$ cat src/rtl/uart_af_pkg.sv
// Shared types and helpers for the address-filtering serial receiver.
// Assumes frame_mode is held stable while a frame is on the line.
package uart_af_pkg;

    localparam logic [1:0] MODE_PLAIN = 2'b00;
    localparam logic [1:0] MODE_8BIT  = 2'b01;

    typedef enum logic [1:0] {
        ST_IDLE  = 2'd0,
        ST_START = 2'd1,
        ST_DATA  = 2'd2,
        ST_STOP  = 2'd3
    } rx_state_e;

    // 2-of-3 majority of the samples around mid-bit.
    function automatic logic vote3(input logic [2:0] s);
        return (s[0] & s[1]) | (s[0] & s[2]) | (s[1] & s[2]);
    endfunction

endpackage

$ cat src/rtl/uart_af_sync.sv
// Multi-stage synchronizer for the asynchronous receive line.
// Assumes STAGES >= 2. Resets to the idle (high) level.
module uart_af_sync #(
    parameter int STAGES = 2
) (
    input  logic clk,
    input  logic rst_n,
    input  logic din,
    output logic dout
);
    logic [STAGES-1:0] chain;

    // Shift the line through the flop chain.
    always_ff @(posedge clk) begin
        if (!rst_n) chain <= '1;
        else        chain <= {chain[STAGES-2:0], din};
    end

    assign dout = chain[STAGES-1];
endmodule

$ cat src/rtl/uart_af_framer.sv
// Frame engine: start-bit qualification, majority-voted data bits and
// stop-bit capture. Advances only on sample_tick. Assumes OVERSAMPLE >= 4.
// frame_end pulses for one clock with the frame fields valid alongside it.
module uart_af_framer
    import uart_af_pkg::*;
#(
    parameter int OVERSAMPLE = 16,
    parameter int DATA_W     = 8
) (
    input  logic              clk,
    input  logic              rst_n,
    input  logic              tick,
    input  logic              rxd_s,
    input  logic              nine_bit,
    output logic              frame_end,
    output logic [DATA_W-1:0] frame_data,
    output logic              extra_bit,
    output logic              stop_ok
);
    localparam int CNT_W  = $clog2(OVERSAMPLE);
    localparam int IDX_W  = $clog2(DATA_W + 1);
    localparam int MID    = OVERSAMPLE / 2;
    localparam logic [CNT_W-1:0] S_LO   = CNT_W'(MID - 1);
    localparam logic [CNT_W-1:0] S_MID  = CNT_W'(MID);
    localparam logic [CNT_W-1:0] S_HI   = CNT_W'(MID + 1);
    localparam logic [CNT_W-1:0] S_LAST = CNT_W'(OVERSAMPLE - 1);

    rx_state_e          state;
    logic [CNT_W-1:0]   tick_cnt;
    logic [IDX_W-1:0]   bit_idx;
    logic [1:0]         early;
    logic [DATA_W:0]    shreg;
    logic               nine_q;
    logic               stop_q;
    logic               vote;
    logic [IDX_W-1:0]   last_idx;

    assign vote     = vote3({rxd_s, early});
    assign last_idx = nine_q ? IDX_W'(DATA_W) : IDX_W'(DATA_W - 1);

    // Sequence the frame one sample tick at a time.
    always_ff @(posedge clk) begin
        if (!rst_n) begin
            state     <= ST_IDLE;
            tick_cnt  <= '0;
            bit_idx   <= '0;
            early     <= '0;
            shreg     <= '0;
            nine_q    <= 1'b0;
            stop_q    <= 1'b0;
            frame_end <= 1'b0;
        end else begin
            frame_end <= 1'b0;
            if (tick) begin
                if (state != ST_IDLE) begin
                    tick_cnt <= (tick_cnt == S_LAST) ? '0 : tick_cnt + 1'b1;
                    if (tick_cnt == S_LO)  early[0] <= rxd_s;
                    if (tick_cnt == S_MID) early[1] <= rxd_s;
                end
                unique case (state)
                    ST_IDLE: begin
                        if (!rxd_s) begin
                            state    <= ST_START;
                            tick_cnt <= CNT_W'(1);
                            nine_q   <= nine_bit;
                            shreg    <= '0;
                        end
                    end
                    ST_START: begin
                        if (tick_cnt == S_HI && vote) begin
                            state <= ST_IDLE;
                        end else if (tick_cnt == S_LAST) begin
                            state   <= ST_DATA;
                            bit_idx <= '0;
                        end
                    end
                    ST_DATA: begin
                        if (tick_cnt == S_HI) shreg[bit_idx] <= vote;
                        if (tick_cnt == S_LAST) begin
                            if (bit_idx == last_idx) state <= ST_STOP;
                            else                     bit_idx <= bit_idx + 1'b1;
                        end
                    end
                    ST_STOP: begin
                        if (tick_cnt == S_HI) begin
                            stop_q    <= vote;
                            frame_end <= 1'b1;
                            state     <= ST_IDLE;
                        end
                    end
                    default: state <= ST_IDLE;
                endcase
            end
        end
    end

    assign frame_data = shreg[DATA_W-1:0];
    assign extra_bit  = nine_q ? shreg[DATA_W] : stop_q;
    assign stop_ok    = stop_q;
endmodule

$ cat src/rtl/uart_af_match.sv
// Masked address comparator: flags a given-address hit and a broadcast
// hit. Purely combinational.
module uart_af_match #(
    parameter int DATA_W = 8
) (
    input  logic [DATA_W-1:0] rx_data,
    input  logic [DATA_W-1:0] node_addr,
    input  logic [DATA_W-1:0] addr_mask,
    output logic              given_hit,
    output logic              bcast_hit,
    output logic              addr_hit
);
    logic [DATA_W-1:0] bcast_addr;

    // Compare only the bit positions each address cares about.
    always_comb begin
        bcast_addr = node_addr | addr_mask;
        given_hit  = ((rx_data ^ node_addr) & addr_mask) == '0;
        bcast_hit  = (bcast_addr & ~rx_data) == '0;
        addr_hit   = given_hit | bcast_hit;
    end
endmodule

$ cat src/rtl/addr_filter_uart_rx.sv
// Top level: serial receiver whose done flag is gated by a hardware
// address filter. Assumes frame_mode, mp_en and the address inputs are
// stable while a frame is received.
module addr_filter_uart_rx
    import uart_af_pkg::*;
#(
    parameter int OVERSAMPLE  = 16,
    parameter int DATA_W      = 8,
    parameter int SYNC_STAGES = 2
) (
    input  logic              clk,
    input  logic              rst_n,
    input  logic              sample_tick,
    input  logic              rxd,
    input  logic [1:0]        frame_mode,
    input  logic              mp_en,
    input  logic [DATA_W-1:0] node_addr,
    input  logic [DATA_W-1:0] addr_mask,
    input  logic              flag_clr,
    output logic [DATA_W-1:0] rx_byte,
    output logic              rx_bit9,
    output logic              rx_done,
    output logic              frame_err
);
    logic              rxd_s;
    logic              frame_end;
    logic [DATA_W-1:0] frame_data;
    logic              extra_bit;
    logic              stop_ok;
    logic              given_hit;
    logic              bcast_hit;
    logic              addr_hit;
    logic              accept;

    uart_af_sync #(.STAGES(SYNC_STAGES)) u_sync (
        .clk   (clk),
        .rst_n (rst_n),
        .din   (rxd),
        .dout  (rxd_s)
    );

    uart_af_framer #(.OVERSAMPLE(OVERSAMPLE), .DATA_W(DATA_W)) u_framer (
        .clk        (clk),
        .rst_n      (rst_n),
        .tick       (sample_tick),
        .rxd_s      (rxd_s),
        .nine_bit   (frame_mode[1]),
        .frame_end  (frame_end),
        .frame_data (frame_data),
        .extra_bit  (extra_bit),
        .stop_ok    (stop_ok)
    );

    uart_af_match #(.DATA_W(DATA_W)) u_match (
        .rx_data   (frame_data),
        .node_addr (node_addr),
        .addr_mask (addr_mask),
        .given_hit (given_hit),
        .bcast_hit (bcast_hit),
        .addr_hit  (addr_hit)
    );

    // Decide whether the completed frame is handed on.
    always_comb begin
        if (frame_mode == MODE_PLAIN)      accept = 1'b1;
        else if (frame_mode == MODE_8BIT)  accept = stop_ok & (~mp_en | addr_hit);
        else if (mp_en)                    accept = extra_bit & addr_hit;
        else                               accept = stop_ok;
    end

    // Hold the result registers and the sticky flags.
    always_ff @(posedge clk) begin
        if (!rst_n) begin
            rx_byte   <= '0;
            rx_bit9   <= 1'b0;
            rx_done   <= 1'b0;
            frame_err <= 1'b0;
        end else begin
            if (flag_clr) begin
                rx_done   <= 1'b0;
                frame_err <= 1'b0;
            end
            if (frame_end && accept) begin
                rx_byte <= frame_data;
                rx_bit9 <= extra_bit;
                rx_done <= 1'b1;
            end
            if (frame_end && !stop_ok) frame_err <= 1'b1;
        end
    end
endmodule

$ cat config.mk
export PLATFORM = sky130hd
export DESIGN_NAME = addr_filter_uart_rx
export DESIGN_NICKNAME = d
export VERILOG_FILES = /design/src/rtl/uart_af_pkg.sv /design/src/rtl/uart_af_sync.sv /design/src/rtl/uart_af_framer.sv /design/src/rtl/uart_af_match.sv /design/src/rtl/addr_filter_uart_rx.sv
export SDC_FILE = /design/constraint.sdc
export NUM_CORES = 1
export LEC_CHECK = 0
export BUFFER_PORTS_ARGS = -buffer_cell sky130_fd_sc_hd__buf_2
export CAP_MARGIN = 20
export CORE_MARGIN = 10
export CORE_UTILIZATION = 55
export CTS_BUF_LIST = sky130_fd_sc_hd__clkbuf_4 sky130_fd_sc_hd__clkbuf_8
export DETAILED_ROUTE_END_ITERATION = 10
export GPL_TIMING_DRIVEN = 1
export PLACE_DENSITY = 0.78
export SYNTH_ARGS = -nofsm -noshare
export SYNTH_HDL_FRONTEND = slang
export SYNTH_SLANG_ARGS = --single-unit
$ cat constraint.sdc
create_clock -name clk -period 2.3 [get_ports clk]
set_input_delay 0.115 -clock clk [delete_from_list [all_inputs] [get_ports clk]]
set_output_delay 0.115 -clock clk [all_outputs]
set_load 0.005 [all_outputs]
Word-level counts from Yosys, hierarchy flattened
Index checks and enable logic that the tools add are counted.
{"block": "totals", "input_bits": 24, "register_bits": 37, "word_cells": 105, "output_inout_bits": 11}
{"block": "classes", "magnitude_cmp": 2, "eq_ne": 18, "addsub": 2, "mux": 31, "n_bitwise": 16, "n_reduce_logical": 22}
{"op": "two-way mux 4 bit", "n": 9}
{"op": "two-way mux 9 bit", "n": 2}
{"op": "one-hot mux 9 bit (2 select lines)", "n": 1}
{"op": "AND 8 bit", "n": 2}
{"op": "logical NOT 8 bit", "n": 2}
{"op": "AND reduction 3 bit", "n": 5}
{"op": "equality test 4 bit (second input constant)", "n": 3}
{"op": "two-way mux 2 bit", "n": 6}
{"op": "AND reduction 6 bit", "n": 2}
{"op": "inequality test 2 x 1 -> 1 bit (second input constant)", "n": 5}
{"op": "nonzero test 2 bit", "n": 5}
{"op": "bitwise mux 9 bit", "n": 1}
{"op": "two-way mux 1 bit", "n": 9}
{"op": "adder 4 x 1 -> 4 bit (second input constant)", "n": 2}
{"op": "inverter 8 bit", "n": 1}
{"op": "OR 8 bit", "n": 1}
{"op": "one-hot mux 2 bit (4 select lines)", "n": 1}
{"op": "one-hot mux 4 bit (2 select lines)", "n": 1}
{"op": "bitwise XOR 8 bit", "n": 1}
{"op": "inequality test 2 bit (second input constant)", "n": 3}
{"op": "AND 1 bit", "n": 5}
{"op": "less-than comparator 4 x 5 -> 1 bit (second input constant)", "n": 1}
{"op": "demux 1 bit (select 4 bit)", "n": 1}
{"op": "equality test 2 x 1 -> 1 bit (second input constant)", "n": 2}
{"op": "11 further kinds", "n": 20}

Logic depth before layout (Yosys ltp)
Gate-level depths: netlist of the first run.
{"block": "logic_depth", "ltp_word": 10, "ltp_mapped": 8, "depth_no_buf": 7}

By module
A second synthesis of the first run with hierarchy kept.
{"block": "unflattened", "cells_unflattened": 254, "hier_area_um2": 2118.3}
{"module": "uart_af_framer", "cells_each": 172, "n_inst": 1, "area_per_inst_um2": 1417.6, "seq_area_each_um2": 480.5}
{"module": "addr_filter_uart_rx", "cells_each": 52, "n_inst": 1, "area_per_inst_um2": 462.9, "seq_area_each_um2": 220.2}
{"module": "uart_af_match", "cells_each": 26, "n_inst": 1, "area_per_inst_um2": 185.2, "seq_area_each_um2": 0.0}
{"module": "uart_af_sync", "cells_each": 4, "n_inst": 1, "area_per_inst_um2": 52.6, "seq_area_each_um2": 40.0}

Least setup slack after synthesis of the first run
OpenSTA, ideal clock, no wires.
{"block": "synth_path", "kind": "register to register", "startpoint": "reg u_framer.tick_cnt[0]", "endpoint": "reg u_framer.bit_idx[2]", "t_required_ns": 2.229, "period_less_slack_ns": 1.631, "setup_ns": 0.071, "path_slack_ns": 0.669, "arrival_time_ns": 1.561, "path_stages_with_launch": 7, "path_buffers": 0, "cell_sequence": "dfxtp_1 ha_1 and3_4 nand4_1 or2_1 or3_1 a21oi_1"}
{"block": "synth_between", "elab_chain_cells": 4, "elab_cells_between_ends": 7, "cone_classes": "eq/ne: 5; reduce/logical: 2"}
{"element": "start, declared", "line": "uart_af_framer.sv:29", "source": "logic [CNT_W-1:0] tick_cnt;"}
{"element": "start signal, assigned", "line": "uart_af_framer.sv:56", "source": "tick_cnt <= (tick_cnt == S_LAST) ? '0 : tick_cnt + 1'b1;"}
{"element": "equality test 4 bit", "line": "uart_af_framer.sv:70", "source": "if (tick_cnt == S_HI && vote) begin"}
{"element": "logical AND 1 bit", "line": "uart_af_framer.sv:70"}
{"element": "inequality test 2 bit (no line)"}
{"element": "AND reduction 6 bit (no line) (*)"}
{"element": "end signal, assigned", "line": "uart_af_framer.sv:81", "source": "else bit_idx <= bit_idx + 1'b1;"}
{"element": "end, declared", "line": "uart_af_framer.sv:30", "source": "logic [IDX_W-1:0] bit_idx;"}
Every way passes the cells marked *; elsewhere a longest branch is shown, timed or not.
A chain may end at the register's enable or synchronous reset.

Final worst setup path of the first run
Same ends and word-level chain as after synthesis.

==> results of run 1 <==
-- synth_stat cells, types with 2 or more instances --
cell	n	share of area, %
dfxtp_1	37	36
nand2_1	36	6.5
a21oi_1	30	7.3
nor2_1	18	3.3
mux2i_1	12	5.8
o21ai_0	12	2.9
ha_1	11	6.7
inv_1	11	2.0
xor2_1	8	3.4
nand2b_1	6	1.8
a22oi_1	5	1.8
clkbuf_1	5	0.91
nand3_1	5	1.2
nor2b_1	4	1.2
nor3_1	4	0.97
nand4_1	3	0.91
nand4b_1	3	1.3
o21bai_1	3	1.1
o22ai_1	3	0.91
a31oi_1	2	0.61
buf_6	2	1.1
mux2_2	2	1.1
nand3b_1	2	0.73
nor3b_1	2	0.73
o2111ai_1	2	0.85
o21a_1	2	0.73
o2bb2ai_1	2	0.85
or3_1	2	0.61
-- worst paths after layout --
path,end
max,u_framer.bit_idx[2]
min,u_sync.chain[0]
max reg2reg,u_framer.bit_idx[2]
min reg2reg,u_sync.chain[1]
-- layer usage --
metal  vias up  wire length (microns)  part of all wire, %
met5         -                      0                    0
met4         0                     63                  1.4
met3         8                    385                  8.4
met2        49                   1990                   43
met1       823                   2160                   47
li1        960                      -                    -
-- cells by family after synthesis --
kind of cell / count (synthesis) / share of synthesized area (%)
AND/OR/NAND/NOR: 93 / 22.4
AO/OA/AOI/OAI: 68 / 19.7
flip-flops: 37 / 35.9
buffers and inverters: 20 / 4.55
multiplexers: 14 / 6.91
adder cells (fa/ha/maj): 12 / 7.16
XOR/XNOR: 8 / 3.40
-- final cells by class --
cell class                 instances  area share [%]
tap                               48            2.56
sequential                        37            31.5
clock buffer                       7            3.83
timing repair buffer              36            7.88
inverter                          12            1.92
multi-input combinational        195            52.3
-- power groups by stage --
stage | Clock (uW) | Sequential (uW) | Combinational, uW
after floorplan | 0 | 663 | 53.1
after global placement | 0 | 665 | 87.5
after detailed placement | 0 | 665 | 89.1
after CTS | 471 | 650 | 89.5
after global routing | 494 | 651 | 99.7
final | 464 | 650 | 89.7
-- registers in the layout (all words and copies together) (netlist names), named ones only --
name                count
rx_bit9                 1
u_framer.stop_ok        1
u_framer.frame_end      1
u_framer.tick_cnt       4
u_framer.nine_q         1
u_framer.shreg          9
u_sync.chain            2
rx_byte                 8
u_framer.state          1
rx_done                 1
u_framer.bit_idx        4
frame_err               1
u_framer.early          2
-- through the flow --
step | instances | utilization, % | total power [uW] | hold slack (ns)
4_1_cts | 335 | 64.7 | 1210 | 0.00856
5_1_grt | 335 | 64.7 | 1240 | 0.0354
2_1_floorplan | 252 | - | 717 | 0.216
3_3_place_gp | 328 | 62.2 | 752 | 0.298
3_5_place_dp | 328 | 62.2 | 754 | 0.300
6_report | 335 | 64.7 | 1200 | 0.0125
-- critical path, stage by stage, from the launching register on --
cell and delay (ns):
dfxtp_1 0.44, ha_1 0.29, and3_4 0.24, nand4_1 0.11
or2_1 0.27, or3_1 0.31, a21oi_1 0.13
==> flow_summary.toml, run 1 <==
[power_and_ir_drop]
switching_share_pct = 22.6
worst_ir_drop_vdd_v = 0.000284
p_sw_uw = 272
powerDensity_mw_per_mm2 = 512
combPwrFrac_pct = 7.5
p_int_uw = 932
p_seq_share_pct = 54.0
p_leak_uw = 0.000919
p_clk_share_pct = 38.5

[yosys]
syn-cell-area_sq_mm = 0.00206
syn-num-nets = 287
yosysSeqAreaShare_pct = 35.9
synth_cell_types = 46
synthArstFlopShare_pct = 0
synthCells = 252
yosysWarnings = 0
synth-seq-cells = 37
synth.avg_cell_area_sq_um = 8.19
synth_edf_count = 0
synthFlopType = "dfxtp_1"

[sta]
finalSetupTns_ns = 0
rsz0062_at_grt = "no"
period_share_pct = 80.9
fmax_mhz = 538
setup_viol = 0
maxSlewViolCount = 0
timing.final.ws_setup_ns = 0.440
final_hold_viol_count = 0
tightest_slew_ns = 0.730
period_minus_slack_ns = 1.86
slew_headroom_pct = 51.3
fin_skew_ns = 0.00689

[finish]
diodes = 0
layout.cells.most_common = "dfxtp_1"
final_cell_mix = "dfxtp_1, nand2_1, buf_2"
nets = 322
final_cell_area_sq_mm = 0.00235
multiInputGateArea_sq_mm = 0.00123
drive_gt1_share_pct = 16.7
area_delta_synth_final_pct = 13.9
fillerInstances = 323
final-seq-area_sq_um = 741

[drt]
wirelength_mm = 4.61
drc = 0
drt-pass1-iter-count = 4
via_per_inst = 5.49
avgRoutedWirePerCell_microns = 13.7
drtIter0Drc = 85
ant_nets = 0
vias = 1840

[critical_path]
r2r_start = "u_framer.tick_cnt[0]"
path_class = "flop to flop"
cp-start-kind = "flop"
cp.arrival_ns = 2.07
critPathMaxFanout = 6
reg2reg_slack_ns = 0.44
crit_required_ns = 2.51
rr_worst_depth = 6
endpoint_kind = "flop"
critPathLaunch = "u_framer.tick_cnt[0]"

[global_routing]
gr-usage-met1_pct = 18.1
grt_use_met2_pct = 22.1
grt_use_total_pct = 14.1
grt_first_pass_wirelength_mm = 7.68
grt.met3_usage_pct = 4.08
first_global_vias = 1726
antenna_found_initial = 0
overflow = 0
busiest_layer = "met2"
grt_max_degree = 26

[floorplan]
rows = 22
core-area_sq_mm = 0.00363
ios = 35
start_util_pct = 56.8
die-area_sq_mm = 0.00660
die_h_microns = 81.3
dieWidth_microns = 81.3

[clocking]
cts_sinks = 37
insertion_delay_ns = 0.28
cts_resized = 0
cts_setup_buffers = 0
cts_max_path_buffers = 2
htree_levels = 2
holdBufCountCts = 0
clockRootBuffer = "clkbuf_8"
cts_tree = "built"
cts-buffers-inserted = 5
path_clk_slew_ns = 0.07

[worst_hold_path]
min_from = "rxd"
hold_path.class = "input port to flop"
hold_depth = 2

[placement]
place_ws_ns = 0.463
place_congestion = 0.885
hpwl_mm = 3.45
port-buffer-count = 34
place_area_sq_mm = 0.00226

[run]
drv_cap = 0

[status]
status = "finished, final reports clean"
Note: power is estimated with default switching activity, not from simulation.
==> run 2: changes to the inputs <==
CORE_UTILIZATION = 52   (was 55)
clock period = 1.7 ns   (was 2.3 ns; I/O delays follow)
==> flow_summary.toml, run 2 (synthesized netlist as in run 1, its figures left out) <==
[drt]
wirelength_mm = 5.68
ant_nets = 0
drt-pass1-iter-count = 5
via_per_inst = 5.81
drtIter0Drc = 178
vias = 2081
drc = 0
avgRoutedWirePerCell_microns = 15.9

[floorplan]
die-area_sq_mm = 0.00689
dieWidth_microns = 83.0
die_h_microns = 83.0
rows = 22
ios = 35
start_util_pct = 55.1
core-area_sq_mm = 0.00374

[finish]
largest_register_ffs = 9
drive_gt1_share_pct = 32.6
final_cell_mix = "nand2_1, buf_2, dfxtp_1"
fillerInstances = 303
final_cell_area_sq_mm = 0.00268
diodes = 0
final_util_pct = 71.6
layout.cells.most_common = "nand2_1"
top_register = "u_framer.shreg"
area_delta_synth_final_pct = 29.9
nets = 344
top_regs = "u_framer.shreg x9, rx_byte x8"

[placement]
port-buffer-count = 34
hpwl_mm = 3.82
place_congestion = 0.819
place_area_sq_mm = 0.00236

[sta]
tightest_slew_ns = 0.832
maxSlewViolCount = 0
setup_viol = 1
period_share_pct = 101
fin_skew_ns = 0.00772
rsz0062_at_grt = "yes"
slew_headroom_pct = 44.5
timing.final.ws_setup_ns = -0.0119
fmax_mhz = 584
final_hold_viol_count = 0
period_minus_slack_ns = 1.71

[clocking]
cts_tree = "built"
htree_levels = 2
cts_sinks = 37
insertion_delay_ns = 0.29
path_clk_slew_ns = 0.08
cts-buffers-inserted = 5
cts_max_path_buffers = 2
clockRootBuffer = "clkbuf_8"

[power_and_ir_drop]
finalPower_uw = 1940
p_int_uw = 1520
p_seq_share_pct = 45.2
combPwrFrac_pct = 7.9
worst_ir_drop_vdd_v = 0.000400
p_leak_uw = 0.00107
p_clk_share_pct = 46.9
powerDensity_mw_per_mm2 = 723
switching_share_pct = 21.6
p_sw_uw = 418

[status]
status = "complete, but fails checks"
violations = "setup timing"

[critical_path]
max_stage_delay_ns = 0.38
endpoint_kind = "flop"
r2r_end = "u_framer.bit_idx[2]"
cp.arrival_ns = 1.93
critPathSlowestCell = "dfxtp_4"
cp-start-kind = "flop"
path_class = "flop to flop"
rr_worst_depth = 6
reg2reg_slack_ns = -0.01
path_cells = "ha_2 -> and3_4 -> nand4_1 -> or2_1 -> or3_1 -> a21oi_2"
crit_required_ns = 1.91
r2r_start = "u_framer.tick_cnt[0]"
critPathMaxFanout = 4

[global_routing]
grt_max_degree = 26
first_global_vias = 1902
grt_use_total_pct = 14.9
overflow = 0
grt_first_pass_wirelength_mm = 8.83
antenna_found_initial = 0

[worst_hold_path]
hold_depth = 3
min_to = "frame_err"
hold_path.class = "input port to flop"
min_from = "flag_clr"

[run]
drv_cap = 0
## run 2: cell types whose count changed in the layout (fill, tap and decap cells not counted), moves of 3 or more
cell | before | now
a21oi_1 | 30 | 25
a21oi_2 | 0 | 5
buf_4 | 2 | 23
dfxtp_1 | 37 | 29
dfxtp_2 | 0 | 5
dfxtp_4 | 0 | 3
ha_1 | 11 | 7
ha_2 | 0 | 3
nor2b_1 | 4 | 1
## run 2: area by class of cell
cell class	count	area (sq um)	share of cell area, %
Multi-Input combinational cell	195	1330	49.6
Clock buffer	5	68.8	2.57
Timing Repair Buffer	58	353	13.2
Clock inverter	3	65.1	2.43
Tap cell	48	60.1	2.24
Sequential cell	37	758	28.3
Inverter	12	45.0	1.68
## run 2: critical path, delay by kind of cell (launching register included)
kind	cells	cell delay, ns
adder cells (fa/ha/maj)	1	0.19
AO/OA/AOI/OAI	1	0.11
flip-flops	1	0.38
AND/OR/NAND/NOR	4	0.93
## run 2: what timing repair did
| item | 4_1_cts | 5_1_grt |
|---|---|---|
| hold endpoints to repair | 1 | 0 |
| setup endpoints to repair | 12 | 24 |
| resized for setup | 4 | 34 |
| pin swaps | 1 | 17 |
| buffers inserted | 0 | 7 |
| hold buffers | 1 | 0 |
## run 2: power by group through the flow
stage	clock network, uW	logic (uW)	registers [uW]
finish	908	153	875
global route	969	167	876
CTS	920	135	877
detailed placement	0	132	897
global placement	0	129	897
floorplan	0	71.8	898
## run 2: worst max path at each step
stage                                      to  slack [ns]                  from
after floorplan           u_framer.bit_idx[2]        0.07  u_framer.tick_cnt[0]
after global placement      u_framer.shreg[2]        0.02                  flop
after detailed placement    u_framer.shreg[2]       -0.01                  flop
after CTS                   u_framer.shreg[1]       0.002  u_framer.tick_cnt[1]
after global routing      u_framer.bit_idx[2]       -0.05  u_framer.tick_cnt[0]
final                     u_framer.bit_idx[2]       -0.01  u_framer.tick_cnt[0]
## run 2: layer usage
| metal | up-vias | GRT usage, % | routed length [microns] |
|---|---|---|---|
| li1 | 999 | - | - |
| met4 | 0 | 5.23 | 159 |
| met3 | 20 | 4.88 | 481 |
| met2 | 97 | 23.0 | 2600 |
| met1 | 965 | 18.8 | 2440 |
| met5 | - | 0 | 0 |
## run 2: metrics by stage
stage               hold slack, ns  setup TNS [ns]  setup slack (ns)  instances
floorplan                    0.186               0            0.0688        252
global placement             0.268               0            0.0193        342
detailed placement           0.271         -0.0458           -0.0143        342
CTS                         0.0590               0           0.00161        351
global route                0.0884          -0.190           -0.0472        358
finish                      0.0590         -0.0119           -0.0119        358
